--- src/rtl/rtcf_pkg.sv ---
package rtcf_pkg;

  localparam int NREG = 8;
  localparam int BUSW = NREG * 8;

  typedef enum logic [2:0] {
    IDX_CTRL  = 3'd0,
    IDX_SEC   = 3'd1,
    IDX_MIN   = 3'd2,
    IDX_HOUR  = 3'd3,
    IDX_DAY   = 3'd4,
    IDX_DATE  = 3'd5,
    IDX_MONTH = 3'd6,
    IDX_YEAR  = 3'd7
  } reg_idx_e;

  // valid value bits of each register field
  function automatic logic [7:0] field_mask(input logic [2:0] idx);
    logic [7:0] m;
    case (idx)
      IDX_CTRL:  m = 8'h3F;
      IDX_SEC:   m = 8'h7F;
      IDX_MIN:   m = 8'h7F;
      IDX_HOUR:  m = 8'h3F;
      IDX_DAY:   m = 8'h07;
      IDX_DATE:  m = 8'h3F;
      IDX_MONTH: m = 8'h1F;
      default:   m = 8'hFF;
    endcase
    return m;
  endfunction

  // merge control and status bits into a stored field for a read
  function automatic logic [7:0] compose_byte(
    input logic [2:0] idx,
    input logic [7:0] field,
    input logic       hold,
    input logic       frz,
    input logic       osc_stop,
    input logic       ftest,
    input logic       phase,
    input logic       batt
  );
    logic [7:0] b;
    b = field;
    case (idx)
      IDX_CTRL: begin
        b[7] = hold;
        b[6] = frz;
      end
      IDX_SEC: begin
        b[7] = osc_stop;
        if (ftest && !osc_stop) b[0] = phase;
      end
      IDX_DAY: begin
        b[7] = batt;
        b[6] = ftest;
      end
      default: ;
    endcase
    return b;
  endfunction

endpackage

--- src/rtl/rtcf_bus_decode.sv ---
module rtcf_bus_decode #(
  parameter int AW = 19
) (
  input  logic          clk,
  input  logic          rst_n,
  input  logic [AW-1:0] addr,
  input  logic [7:0]    din,
  input  logic          cs_n,
  input  logic          oe_n,
  input  logic          we_n,
  output logic          rd_act,
  output logic [2:0]    rd_idx,
  output logic          wr_commit,
  output logic [2:0]    wr_idx,
  output logic [7:0]    wr_data,
  output logic          ram_sel
);
  localparam int HIW = AW - 3;

  logic          s_cs_n, s_oe_n, s_we_n;
  logic [AW-1:0] s_addr;
  logic [7:0]    s_din;
  logic          s_top;
  logic          wr_now;
  logic          wr_q;
  logic          w_top;
  logic [2:0]    w_idx;
  logic [7:0]    w_data;

  // sample the asynchronous bus once per clock
  always_ff @(posedge clk or negedge rst_n) begin
    if (!rst_n) begin
      s_cs_n <= 1'b1;
      s_oe_n <= 1'b1;
      s_we_n <= 1'b1;
      s_addr <= '0;
      s_din  <= '0;
    end else begin
      s_cs_n <= cs_n;
      s_oe_n <= oe_n;
      s_we_n <= we_n;
      s_addr <= addr;
      s_din  <= din;
    end
  end

  assign s_top  = &s_addr[AW-1:3];
  assign wr_now = !s_cs_n && !s_we_n;

  // hold the last address/data seen during the write condition
  always_ff @(posedge clk or negedge rst_n) begin
    if (!rst_n) begin
      wr_q   <= 1'b0;
      w_top  <= 1'b0;
      w_idx  <= '0;
      w_data <= '0;
    end else begin
      wr_q <= wr_now;
      if (wr_now) begin
        w_top  <= s_top;
        w_idx  <= s_addr[2:0];
        w_data <= s_din;
      end
    end
  end

  assign wr_commit = wr_q && !wr_now && w_top;
  assign wr_idx    = w_idx;
  assign wr_data   = w_data;
  assign rd_act    = !s_cs_n && !s_oe_n && s_we_n && s_top;
  assign rd_idx    = s_addr[2:0];
  assign ram_sel   = !s_cs_n && !s_top;

  initial begin
    if (HIW < 1) $error("rtcf_bus_decode: AW must exceed 3");
  end

  assert_commit_src_R2: assert property (@(posedge clk) disable iff (!rst_n)
    wr_commit |-> $past(!cs_n && !we_n, 2));

endmodule

--- src/rtl/rtcf_shadow.sv ---
module rtcf_shadow
  import rtcf_pkg::*;
#(
  parameter int REFRESH_DLY = 50
) (
  input  logic            clk,
  input  logic            rst_n,
  input  logic            wr_commit,
  input  logic [2:0]      wr_idx,
  input  logic [7:0]      wr_data,
  input  logic [BUSW-1:0] cnt_bus,
  input  logic            tick_1s,
  input  logic            tick_512,
  output logic [BUSW-1:0] ucopy,
  output logic            hold_q,
  output logic            frz_q,
  output logic            osc_stop_q,
  output logic            ftest_q,
  output logic            ft_phase,
  output logic            load_en,
  output logic [BUSW-1:0] load_bus
);
  localparam int DW = $clog2(REFRESH_DLY + 1);
  localparam logic [DW-1:0] DLY_LAST = DW'(REFRESH_DLY - 1);

  logic [BUSW-1:0] cnt_m;
  logic            wr_ctrl, wr_sec, wr_day, wr_time;
  logic            hold_nxt, frz_nxt;
  logic            frozen, release_ev, hold_rel;
  logic            pend;
  logic [DW-1:0]   dly;
  logic            refresh_now, follow;

  // per-field masking of the counter bus
  for (genvar g = 0; g < NREG; g++) begin : g_mask
    assign cnt_m[g*8 +: 8] = cnt_bus[g*8 +: 8] & field_mask(3'(g));
  end

  assign wr_ctrl = wr_commit && (wr_idx == IDX_CTRL);
  assign wr_sec  = wr_commit && (wr_idx == IDX_SEC);
  assign wr_day  = wr_commit && (wr_idx == IDX_DAY);
  assign wr_time = wr_commit && (wr_idx != IDX_CTRL) && hold_q;

  assign hold_nxt   = wr_ctrl ? wr_data[7] : hold_q;
  assign frz_nxt    = wr_ctrl ? wr_data[6] : frz_q;
  assign frozen     = hold_q || frz_q;
  assign release_ev = frozen && !(hold_nxt || frz_nxt);
  assign hold_rel   = hold_q && !hold_nxt;

  assign refresh_now = pend && !frozen && !load_en && (tick_1s || (dly == DLY_LAST));
  assign follow      = !frozen && !pend;

  // control bits and the parallel load strobe
  always_ff @(posedge clk or negedge rst_n) begin
    if (!rst_n) begin
      hold_q     <= 1'b0;
      frz_q      <= 1'b0;
      osc_stop_q <= 1'b0;
      ftest_q    <= 1'b0;
      load_en    <= 1'b0;
      load_bus   <= '0;
    end else begin
      hold_q  <= hold_nxt;
      frz_q   <= frz_nxt;
      load_en <= hold_rel;
      if (hold_rel) load_bus <= ucopy;
      if (wr_sec) osc_stop_q <= wr_data[7];
      if (wr_day) ftest_q    <= wr_data[6];
    end
  end

  // pending refresh after release
  always_ff @(posedge clk or negedge rst_n) begin
    if (!rst_n) begin
      pend <= 1'b0;
      dly  <= '0;
    end else if (release_ev) begin
      pend <= 1'b1;
      dly  <= '0;
    end else if (refresh_now) begin
      pend <= 1'b0;
    end else if (pend && (dly != DLY_LAST)) begin
      dly <= dly + 1'b1;
    end
  end

  // user-visible copy
  always_ff @(posedge clk or negedge rst_n) begin
    if (!rst_n) begin
      ucopy <= '0;
    end else begin
      if (follow || refresh_now) ucopy <= cnt_m;
      if (wr_time)
        ucopy[{wr_idx, 3'b000} +: 8] <= wr_data & field_mask(wr_idx);
      else if (wr_ctrl && wr_data[7])
        ucopy[7:0] <= wr_data & field_mask(IDX_CTRL);
    end
  end

  // frequency-test phase
  always_ff @(posedge clk or negedge rst_n) begin
    if (!rst_n)                     ft_phase <= 1'b0;
    else if (!ftest_q || osc_stop_q) ft_phase <= 1'b0;
    else if (tick_512)               ft_phase <= !ft_phase;
  end

  assert_freeze_holds_R4: assert property (@(posedge clk) disable iff (!rst_n)
    (frz_q && !hold_q) |=> $stable(ucopy[BUSW-1:8]));

  assert_load_single_R7: assert property (@(posedge clk) disable iff (!rst_n)
    load_en |=> !load_en);

  assert_refresh_bound_R5: assert property (@(posedge clk) disable iff (!rst_n)
    (pend && !frozen && !load_en && (dly == DLY_LAST)) |=> !pend);

  assert_phase_gate_R11: assert property (@(posedge clk) disable iff (!rst_n)
    ft_phase |-> $past(ftest_q && !osc_stop_q));

endmodule

--- src/rtl/rtcf_read_mux.sv ---
module rtcf_read_mux
  import rtcf_pkg::*;
(
  input  logic            rd_act,
  input  logic [2:0]      rd_idx,
  input  logic [BUSW-1:0] ucopy,
  input  logic            hold_q,
  input  logic            frz_q,
  input  logic            osc_stop_q,
  input  logic            ftest_q,
  input  logic            ft_phase,
  input  logic            batt_ok,
  output logic [7:0]      dout,
  output logic            dout_en
);
  logic [7:0] sel_field;
  logic [7:0] merged;

  always_comb begin
    sel_field = ucopy[{rd_idx, 3'b000} +: 8];
    merged    = compose_byte(rd_idx, sel_field, hold_q, frz_q, osc_stop_q,
                             ftest_q, ft_phase, batt_ok);
    dout      = rd_act ? merged : 8'h00;
    dout_en   = rd_act;
  end

endmodule

--- src/rtl/rtcf_regfile.sv ---
module rtcf_regfile
  import rtcf_pkg::*;
#(
  parameter int AW          = 19,
  parameter int REFRESH_DLY = 50
) (
  input  logic            clk,
  input  logic            rst_n,
  input  logic [AW-1:0]   addr,
  input  logic [7:0]      din,
  output logic [7:0]      dout,
  output logic            dout_en,
  input  logic            cs_n,
  input  logic            oe_n,
  input  logic            we_n,
  output logic            ram_sel,
  input  logic [BUSW-1:0] cnt_bus,
  input  logic            tick_1s,
  input  logic            tick_512,
  input  logic            batt_ok,
  output logic            osc_run,
  output logic            load_en,
  output logic [BUSW-1:0] load_bus
);
  logic            rd_act;
  logic [2:0]      rd_idx;
  logic            wr_commit;
  logic [2:0]      wr_idx;
  logic [7:0]      wr_data;
  logic [BUSW-1:0] ucopy;
  logic            hold_q, frz_q, osc_stop_q, ftest_q, ft_phase;

  rtcf_bus_decode #(.AW(AW)) u_dec (
    .clk       (clk),
    .rst_n     (rst_n),
    .addr      (addr),
    .din       (din),
    .cs_n      (cs_n),
    .oe_n      (oe_n),
    .we_n      (we_n),
    .rd_act    (rd_act),
    .rd_idx    (rd_idx),
    .wr_commit (wr_commit),
    .wr_idx    (wr_idx),
    .wr_data   (wr_data),
    .ram_sel   (ram_sel)
  );

  rtcf_shadow #(.REFRESH_DLY(REFRESH_DLY)) u_shadow (
    .clk        (clk),
    .rst_n      (rst_n),
    .wr_commit  (wr_commit),
    .wr_idx     (wr_idx),
    .wr_data    (wr_data),
    .cnt_bus    (cnt_bus),
    .tick_1s    (tick_1s),
    .tick_512   (tick_512),
    .ucopy      (ucopy),
    .hold_q     (hold_q),
    .frz_q      (frz_q),
    .osc_stop_q (osc_stop_q),
    .ftest_q    (ftest_q),
    .ft_phase   (ft_phase),
    .load_en    (load_en),
    .load_bus   (load_bus)
  );

  rtcf_read_mux u_rmux (
    .rd_act     (rd_act),
    .rd_idx     (rd_idx),
    .ucopy      (ucopy),
    .hold_q     (hold_q),
    .frz_q      (frz_q),
    .osc_stop_q (osc_stop_q),
    .ftest_q    (ftest_q),
    .ft_phase   (ft_phase),
    .batt_ok    (batt_ok),
    .dout       (dout),
    .dout_en    (dout_en)
  );

  assign osc_run = !osc_stop_q;

  initial begin
    if (REFRESH_DLY < 2) $error("rtcf_regfile: REFRESH_DLY must be at least 2");
  end

  assert_read_gate_R2: assert property (@(posedge clk) disable iff (!rst_n)
    dout_en |-> $past(!cs_n && !oe_n && we_n));

  assert_decode_excl_R1: assert property (@(posedge clk) disable iff (!rst_n)
    !(ram_sel && dout_en));

  assert_osc_follow_R10: assert property (@(posedge clk) disable iff (!rst_n)
    (wr_commit && (wr_idx == IDX_SEC)) |=> (osc_run == !$past(wr_data[7])));

endmodule

--- config.mk ---
export PLATFORM = sky130hd
export DESIGN_NAME = rtcf_regfile
export DESIGN_NICKNAME = d
export VERILOG_FILES = /design/src/rtl/rtcf_pkg.sv /design/src/rtl/rtcf_bus_decode.sv /design/src/rtl/rtcf_shadow.sv /design/src/rtl/rtcf_read_mux.sv /design/src/rtl/rtcf_regfile.sv
export SDC_FILE = /design/constraint.sdc
export NUM_CORES = 1
export LEC_CHECK = 0
export BUFFER_PORTS_ARGS = -buffer_cell sky130_fd_sc_hd__buf_2
export CAP_MARGIN = 5
export CORE_MARGIN = 3
export CORE_UTILIZATION = 55
export CTS_BUF_LIST = sky130_fd_sc_hd__clkbuf_4
export DETAILED_ROUTE_END_ITERATION = 16
export HOLD_SLACK_MARGIN = 0.02
export PLACE_DENSITY = 0.81
export SYNTH_ARGS = -nofsm -noshare
export SYNTH_HDL_FRONTEND = slang
export SYNTH_SLANG_ARGS = --single-unit
--- constraint.sdc ---
create_clock -name clk -period 7.1 [get_ports clk]
set_input_delay 0.71 -clock clk [delete_from_list [all_inputs] [get_ports clk]]
set_output_delay 0.71 -clock clk [all_outputs]
set_load 0.01 [all_outputs]
## Word level (Yosys, flattened, before mapping)

Index checks and enable logic that the tools add are counted.

- Register bits after elaboration: 184
- Output and inout bits: 76
- Logic and storage cells: 106

- $add $sub $neg: 2
- Equal/unequal tests: 11
- Muxes and demuxes: 21
- Bitwise gates (word level): 1
- Shift-type cells: 3
- Reductions and logical operators: 49

Operator list:

| cell | count |
|---|---|
| $bwmux W64 | 1 |
| $mux W64 | 1 |
| $shift A8 B8 Y64 const A | 1 |
| $shiftx A64 B7 Y8 | 1 |
| $shiftx A8 B8 Y64 | 1 |
| $mux W56 | 1 |
| $mux W8 | 4 |
| $pmux W8 S4 | 1 |
| $logic_and A1 B1 Y1 | 21 |
| $mux W6 | 3 |
| $reduce_and A16 Y1 | 1 |
| $logic_not A1 Y1 | 13 |
| $eq A3 B3 Y1 const B | 4 |
| $and A8 B8 Y8 | 1 |
| $mux W1 | 8 |
| $neg A6 Y8 | 1 |
| $add A6 B1 Y6 const B | 1 |
| $eq A3 B1 Y1 const B | 2 |
| $eq A3 B2 Y1 const B | 2 |
| $eq A6 B6 Y1 const B | 1 |
| $logic_not A3 Y1 | 2 |
| $ne A6 B6 Y1 const B | 1 |
| $reduce_bool A2 Y1 | 3 |
| $logic_or A1 B1 Y1 | 5 |
| 7 further kinds | 7 |

## Longest topological paths before layout

Gate-level depths: netlist of run 1.

- Depth after elaboration: 12
- Mapped depth: 9

## By module

A second synthesis of run 1 with hierarchy kept.

- Cells, all modules: 663
- Area, all modules: 8356.8 um2

Modules (own cells, without submodules):

| module | times used | cells an instance | area each (um2) |
|---|---|---|---|
| rtcf_shadow | 1 | 547 | 6394.9 |
| rtcf_bus_decode | 1 | 70 | 1348.8 |
| rtcf_read_mux | 1 | 45 | 609.3 |
| rtcf_regfile | 1 | 1 | 3.8 |

## Worst setup path after synthesis of run 1

No wires, ideal clock.

- Path type: register to output
- Start: register u_dec.s_addr[15]
- End: output dout[0]
- Slack: 4.840 ns
- Data required time: 6.390 ns
- Cell stages (with the launch flop): 5
- Arrival: 1.550 ns
- Path through: dfrtp_1 -> nand4_1 -> nor4_1 -> nand3_1 -> nor4bb_1

- Longest elaborated chain between the ends: 3

Ends and longest elaborated chain:

| what | line | RTL |
|---|---|---|
| start, declared | rtcf_bus_decode.sv:21 | `logic [AW-1:0] s_addr;` |
| start signal, assigned | rtcf_bus_decode.sv:42 | `s_addr <= addr;` |
| $reduce_and A16 Y1 | rtcf_bus_decode.sv:47 | `assign s_top = &s_addr[AW-1:3];` |
| $logic_and A1 B1 Y1 | rtcf_bus_decode.sv:70 | `assign rd_act = !s_cs_n && !s_oe_n && s_we_n && s_top;` |
| $mux W8 | rtcf_read_mux.sv:23 | `dout = rd_act ? merged : 8'h00;` |
| end, declared | rtcf_regfile.sv:11 | `output logic [7:0] dout,` |

No other way between the ends.

## Worst setup path in the final report of run 1

Same ends and word-level chain as after synthesis.

==> impl_metrics.toml, run 1 <==
[route]
wirelength_mm = 21.08
wl_per_cell_um = 21.64
vias = 6130
final_antenna_net_count = 0
route.top_layer_used = "met4"
viasPerCell = 6.294
drc_errors = 0
met3WireLength_mm = 2.054
wl_met1_mm = 8.024
dr.first_iter.drc_count = 853
wl_met2_mm = 10.29
drt-pass1-iter-count = 6

[floorplan]
dieArea_um2 = 16110
io_pins = 175
rows = 43
dieHeight_um = 126.9
core_area_um2 = 14100
initial_core_util_pct = 57.07
fp.dieW_um = 126.9

[layout]
fin_area_um2 = 9196
nets = 888
multi_input_area_um2 = 3179
seqCellArea_um2 = 4608
area_delta_synth_final_pct = 14.33
utilization_pct = 65.24
layout_common_cells = "dfrtp_1, buf_2, mux2_2"
layout_commonest_cell = "dfrtp_1"
drive_gt1_share_pct = 38.04
diodes = 0
nFillCells = 1072

[yosys]
synth_top_area_share_pct = 56.31
synth.cell_area_um2 = 8044
synth_cell_types = 58
synth_xor_area_share_pct = 0.5444
synthMuxAreaShare_pct = 15.06
postSynthAreaPerCell_um2 = 12.59
synth_fp_nets = 746
synth-main-ff-cell = "dfrtp_1"
synth_top_family_by_area = "multiplexers"
synth-compound-area-share_pct = 11.93
ys_seq_elements = 184
synth_fa_ha_area_share_pct = 1.244
yosysTopAreaCell = "dfrtp_1"
ys_top_cells_by_area = "dfrtp_1, mux2_2, mux4_2"
syn_inst = 639
synthSimpleGateAreaFrac_pct = 10.56
synth_edf_count = 0
yosysSeqAreaShare_pct = 57.29
async_reset_ff_share_pct = 100.0
ys.warnings.count = 0

[sta]
setup_viol = 0
finalHoldViolations = 0
fmax_mhz = 286.3
slew_violations = 0
tightestPinTransition_ns = 1.176
skew_ns = 0.02122
period_share_pct = 49.20
max_slew_margin_pct = 21.33
setup-tns-final_ns = 0
rsz0062_at_grt = "false"
fin_crit_ns = 3.493

[global_routing]
grt_first_pass_wirelength_mm = 33.15
grt_antenna_before_repair = 0
grt_pass1_vias = 6235
grt_max_degree = 120
track_usage_pct = 26.59
overflow = 0

[clocking]
root_buffer = "clkbuf_4"
h-tree-depth = 4
clk_pin_slew_ns = 0.16
post-cts-setup-buffers = 0
clkLatencyLatePin_ns = 0.59
ctsResizeCount = 0
cts_made_buffers = 17
hold_buffers = 0
cts_tree = "yes"
clock_path_buffers = 2
cts.sinks = 184

[setup_path]
cp-end-kind = "output port"
worstRegToRegCells = 7
path_max_fanout = 9
critical_path_class = "reg2out"
r2r_end = "u_shadow.load_bus[25]$_DFFE_PN0P_"
cp.arrival_ns = 2.78
ff2ff_setup_slack_ns = 3.62
crit_required_ns = 6.39
rr_startpoint = "u_dec.wr_idx[0]$_DFFE_PN0P_"
cp-startpoint = "u_dec.s_addr[15]$_DFF_PN0_"
start_kind = "register"

[place]
place_congestion = 0.8897
hpwl_mm = 14.80
port_buffers = 158
placed_area_um2 = 8896

[pwr]
power.share.clock_pct = 32.3
powerDensity_nw_per_um2 = 204.1
p_sw_share_pct = 26.05
p_switching_uw = 489.0
pwr-share-seq_pct = 59.5
p_leak_nw = 4.543
p_comb_share_pct = 8.2
ir_drop_v = 0.0001547
intPower_mw = 1.388

[flow_run]
max_cap_violations = 0

[min_path]
hold_class = "in2async"

[outcome]
status = "finished, final reports clean"
## power by group through the flow
| stage | registers, mW | clock network (mW) | logic [mW] |
|---|---|---|---|
| after floorplan | 1.12 | 0 | 0.0839 |
| after global placement | 1.13 | 0 | 0.145 |
| after detailed placement | 1.14 | 0 | 0.152 |
| after CTS | 1.12 | 0.619 | 0.153 |
| after global routing | 1.12 | 0.654 | 0.168 |
| final | 1.12 | 0.607 | 0.154 |
## cell type report
class,count,area share (%)
sequential,184,50.11
timing repair buffer,164,9.156
clock inverter,15,1.878
multi-input combinational,403,34.57
tap,180,2.449
clock buffer,17,1.388
inverter,11,0.4490
## registers in the layout (all words and copies together) (netlist names), 3 cells and up
register	count
u_dec.s_addr	19
u_shadow.ucopy	64
u_dec.wr_idx	3
u_dec.wr_data	8
u_shadow.dly	6
u_dec.s_din	8
u_shadow.load_bus	64
## worst max-delay path: stages, from the launching register on
cell and delay, ns:
dfrtp_1 0.36, nand4_1 0.09, nor4_1 0.56, nand3_1 0.48, nor4bb_1 0.52, buf_2 0.21
## worst max path at each step
stage	end	slack [ns]	cells after the start
3_3_place_gp	u_shadow.load_bus[3]$_DFFE_PN0P_	3.82	7
5_1_grt	dout[0]	3.30	5
4_1_cts	dout[0]	3.49	5
2_1_floorplan	dout[0]	4.84	4
3_5_place_dp	u_shadow.load_bus[25]$_DFFE_PN0P_	3.63	7
6_report	dout[0]	3.61	5
## metal layers
layer	up-vias	global-route usage (%)
met4	0	10.35
met1	3038	35.05
met3	60	6.779
met5	-	0
li1	2651	-
met2	381	42.71
## synthesized netlist by cell type, types with 9 or more instances
library cell / n
o21ai_0: 32
nand3_1: 10
and3_1: 31
mux4_2: 15
o22ai_1: 14
nand2_1: 38
a22oi_1: 15
a31oi_1: 22
a311o_1: 24
mux2_2: 73
clkbuf_1: 20
a21oi_1: 13
inv_1: 9
dfrtp_1: 181
nor2_1: 40
## cell families (layout without fill, tap and decap cells)
family / Yosys count / in the layout
DFF: 184 / 184
and+or+nand+nor: 163 / 163
AOI/OAI and AO/OA: 134 / 134
muxes: 93 / 93
buffers and inverters: 52 / 207
adders and majority gates: 8 / 8
xor gates and xnor gates: 5 / 5
## stage by stage
| stage | std cells | hold slack, ns | worst slack [ns] | total power [mW] |
|---|---|---|---|---|
| after floorplan | 639 | 0.4144 | 4.840 | 1.200 |
| after global placement | 942 | 0.4419 | 3.820 | 1.278 |
| after detailed placement | 942 | 0.4416 | 3.634 | 1.287 |
| after CTS | 974 | 0.1658 | 3.495 | 1.887 |
| after global routing | 974 | 0.1649 | 3.303 | 1.942 |
| final | 974 | 0.1959 | 3.607 | 1.877 |
Note: power is estimated with default switching activity, not from simulation.
==> run 2, diff against run 1 <==
--- a/config.mk
+++ b/config.mk
@@ -5,14 +5,15 @@
 export SDC_FILE = /design/constraint.sdc
 export NUM_CORES = 1
 export LEC_CHECK = 0
+export ABC_AREA = 1
 export BUFFER_PORTS_ARGS = -buffer_cell sky130_fd_sc_hd__buf_2
 export CAP_MARGIN = 5
 export CORE_MARGIN = 3
-export CORE_UTILIZATION = 55
+export CORE_UTILIZATION = 51
 export CTS_BUF_LIST = sky130_fd_sc_hd__clkbuf_4
 export DETAILED_ROUTE_END_ITERATION = 16
 export HOLD_SLACK_MARGIN = 0.02
-export PLACE_DENSITY = 0.81
+export PLACE_DENSITY = 0.79
 export SYNTH_ARGS = -nofsm -noshare
 export SYNTH_HDL_FRONTEND = slang
 export SYNTH_SLANG_ARGS = --single-unit
==> constraint.sdc (replaced) <==
create_clock -name clk -period 2.83 [get_ports clk]
set_input_delay 0.283 -clock clk [delete_from_list [all_inputs] [get_ports clk]]
set_output_delay 0.283 -clock clk [all_outputs]
set_load 0.01 [all_outputs]
==> impl_metrics.toml, run 2 <==
[outcome]
status = "finished, final reports clean"

[yosys]
yosysMostFrequentCell = "nand2_1"
synth_top_area_share_pct = 56.21
synth-main-ff-cell = "dfrtp_1"
ys_seq_elements = 184
ys_top_cells_by_area = "dfrtp_1, nand2_1, o21ai_0"
async_reset_ff_share_pct = 100.0
syn_inst = 946
synth.cell_area_um2 = 8058
yosysTopAreaCell = "dfrtp_1"
ys.warnings.count = 0
synth_cell_types = 34
synth_fp_nets = 1053
postSynthAreaPerCell_um2 = 8.518
yosysSeqAreaShare_pct = 57.19
yosys-top-cells-count = "nand2_1, dfrtp_1, inv_1"
synth_edf_count = 0

[pwr]
p_switching_mw = 1.509
intPower_mw = 3.410
power_mw = 4.919
p_comb_share_pct = 14.5
p_sw_share_pct = 30.68
power.share.clock_pct = 25.7
p_leak_nw = 5.386
powerDensity_nw_per_um2 = 491.4
ir_drop_v = 0.0003272
pwr-share-seq_pct = 59.8

[sta]
finalHoldViolations = 0
max_slew_margin_pct = 51.23
fin_crit_ns = 2.670
setup-tns-final_ns = 0
timing.hold.ws_ns = 0.06344
rsz0062_at_grt = "false"
period_share_pct = 94.35
fmax_mhz = 374.5
skew_ns = 0.02289
slew_violations = 0
tightestPinTransition_ns = 0.7315
setup_viol = 0

[layout]
fin_area_um2 = 10010
nFillCells = 1298
multi_input_area_um2 = 2800
diodes = 0
seqCellArea_um2 = 4611
reg.largest.list = "u_shadow.load_bus (64), u_shadow.ucopy (64), u_dec.s_addr (19)"
utilization_pct = 65.36
layout_commonest_cell = "nand2_1"
area_delta_synth_final_pct = 24.22
drive_gt1_share_pct = 19.54
nets = 1277
layout_common_cells = "nand2_1, dfrtp_1, buf_2"

[setup_path]
cp-end-kind = "output port"
r2r_end = "u_shadow.ucopy[27]$_DFF_PN0_"
worstRegToRegCells = 9
crit_path_max_incr_delay_ns = 0.47
rr_startpoint = "u_dec.wr_idx[0]$_DFFE_PN0P_"
cp.arrival_ns = 2.39
critical_path_class = "reg2out"
critical_path_buf_inv_count = 4
cp-startpoint = "u_dec.s_addr[1]$_DFF_PN0_"
worstPathCellList = "inv_1 > nor2_1 > buf_4 > clkinvlp_4 > o21ai_0 > o21ai_0 > nand2_1 > a21oi_1 > buf_2"
start_kind = "register"
cp_top_family = "buffers and inverters"
crit_required_ns = 2.55
ff2ff_setup_slack_ns = 0.31
path_max_fanout = 9
cpMaxStageDelayCell = "dfrtp_2"
cp_common_cell = "o21ai_0"

[route]
dr.first_iter.drc_count = 613
viasPerCell = 5.249
wl_per_cell_um = 16.26
vias = 7312
drt-pass1-iter-count = 5
drc_errors = 0
final_antenna_net_count = 0
wirelength_mm = 22.65

[clocking]
cts.sinks = 184
h-tree-depth = 4
clock_path_buffers = 2
cts_made_buffers = 17
root_buffer = "clkbuf_4"
clkLatencyLatePin_ns = 0.59
cts_tree = "yes"
clk_pin_slew_ns = 0.13

[global_routing]
grt_antenna_before_repair = 0
overflow = 0
grt_max_degree = 82
grt_first_pass_wirelength_mm = 36.10
grt_pass1_vias = 7094
track_usage_pct = 26.39

[min_path]
hold_end = "u_shadow.ucopy[22]$_DFF_PN0_"
hold_class = "in2reg"
hold_depth = 5
hp-start = "cnt_bus[22]"

[floorplan]
io_pins = 175
initial_core_util_pct = 52.61
core_area_um2 = 15310
dieArea_um2 = 17340
rows = 45
fp.dieW_um = 131.7
dieHeight_um = 131.7

[place]
port_buffers = 158
place_congestion = 0.9616
placed_area_um2 = 9148
hpwl_mm = 16.05

[flow_run]
max_cap_violations = 0
[run 2: cell count changes in the layout (fill, tap and decap cells not counted), sizes merged, moves of 24 or more]
cell,delta
and3,-31
a311o,-24
nand2,+264
inv,+122
mux2,-71
o21ai,+102
dlygate4sd3,+61
nand3,+28
[run 2: cell families after synthesis]
group	after synthesis	synth area share, %
simple gates	393	19.88
xor+xnor	2	0.2174
buf+inv	166	8.183
mux	3	0.4192
fa+ha+maj	8	1.242
flops	184	57.19
compound gates	190	12.87
[run 2: timing repair]
| item | CTS | global route |
|---|---|---|
| hold buffers | 61 | 0 |
| setup endpoints to repair | 2 | 5 |
| resized for setup | 1 | 5 |
| setup buffers | 0 | 1 |
| hold endpoints to repair | 136 | 0 |
[run 2: through the flow]
step	setup WS, ns	cells
floorplan	0.7692	946
global placement	0.4552	1300
detailed placement	0.3620	1300
CTS	0.05697	1392
global route	0.01791	1393
finish	0.1599	1393
[run 2: per-layer routing]
metal  up-vias  routed length [um]  GRT usage (%)
met4         0                 942          12.49
met2       352               10630          42.15
li1       3468                   -              -
met1      3422                9219          33.91
met5         -                   0              0
met3        70                1855          6.662
[run 2: worst reg2reg max path: cells and delay by family, from the launching register on]
family	cells	cell delay [ns]
buffers and inverters	3	0.58
and+or+nand+nor	4	0.80
adders and majority gates	2	0.56
DFF	1	0.50
[run 2: area by class of cell]
type | count | share of cell area (%)
sequential | 184 | 46.06
multi-input combinational | 596 | 27.98
timing repair buffer | 239 | 16.06
inverter | 132 | 4.988
tap | 211 | 2.637
clock buffer | 17 | 1.275
clock inverter | 14 | 1.000
[run 2: how the worst max path moves through the flow]
stage	cells past startpoint	to
2_1_floorplan	9	u_shadow.ucopy[28]$_DFF_PN0_
3_3_place_gp	9	u_shadow.ucopy[27]$_DFF_PN0_
3_5_place_dp	9	u_shadow.ucopy[27]$_DFF_PN0_
4_1_cts	9	dout[4]
5_1_grt	9	dout[0]
6_report	9	dout[1]
[run 2: power by group through the flow]
stage	sequential [mW]	clock (mW)	combinational, mW
after floorplan	2.92	0	0.378
after global placement	2.98	0	0.617
after detailed placement	2.98	0	0.632
after CTS	2.93	1.29	0.699
after global routing	2.95	1.41	0.807
final	2.94	1.27	0.715
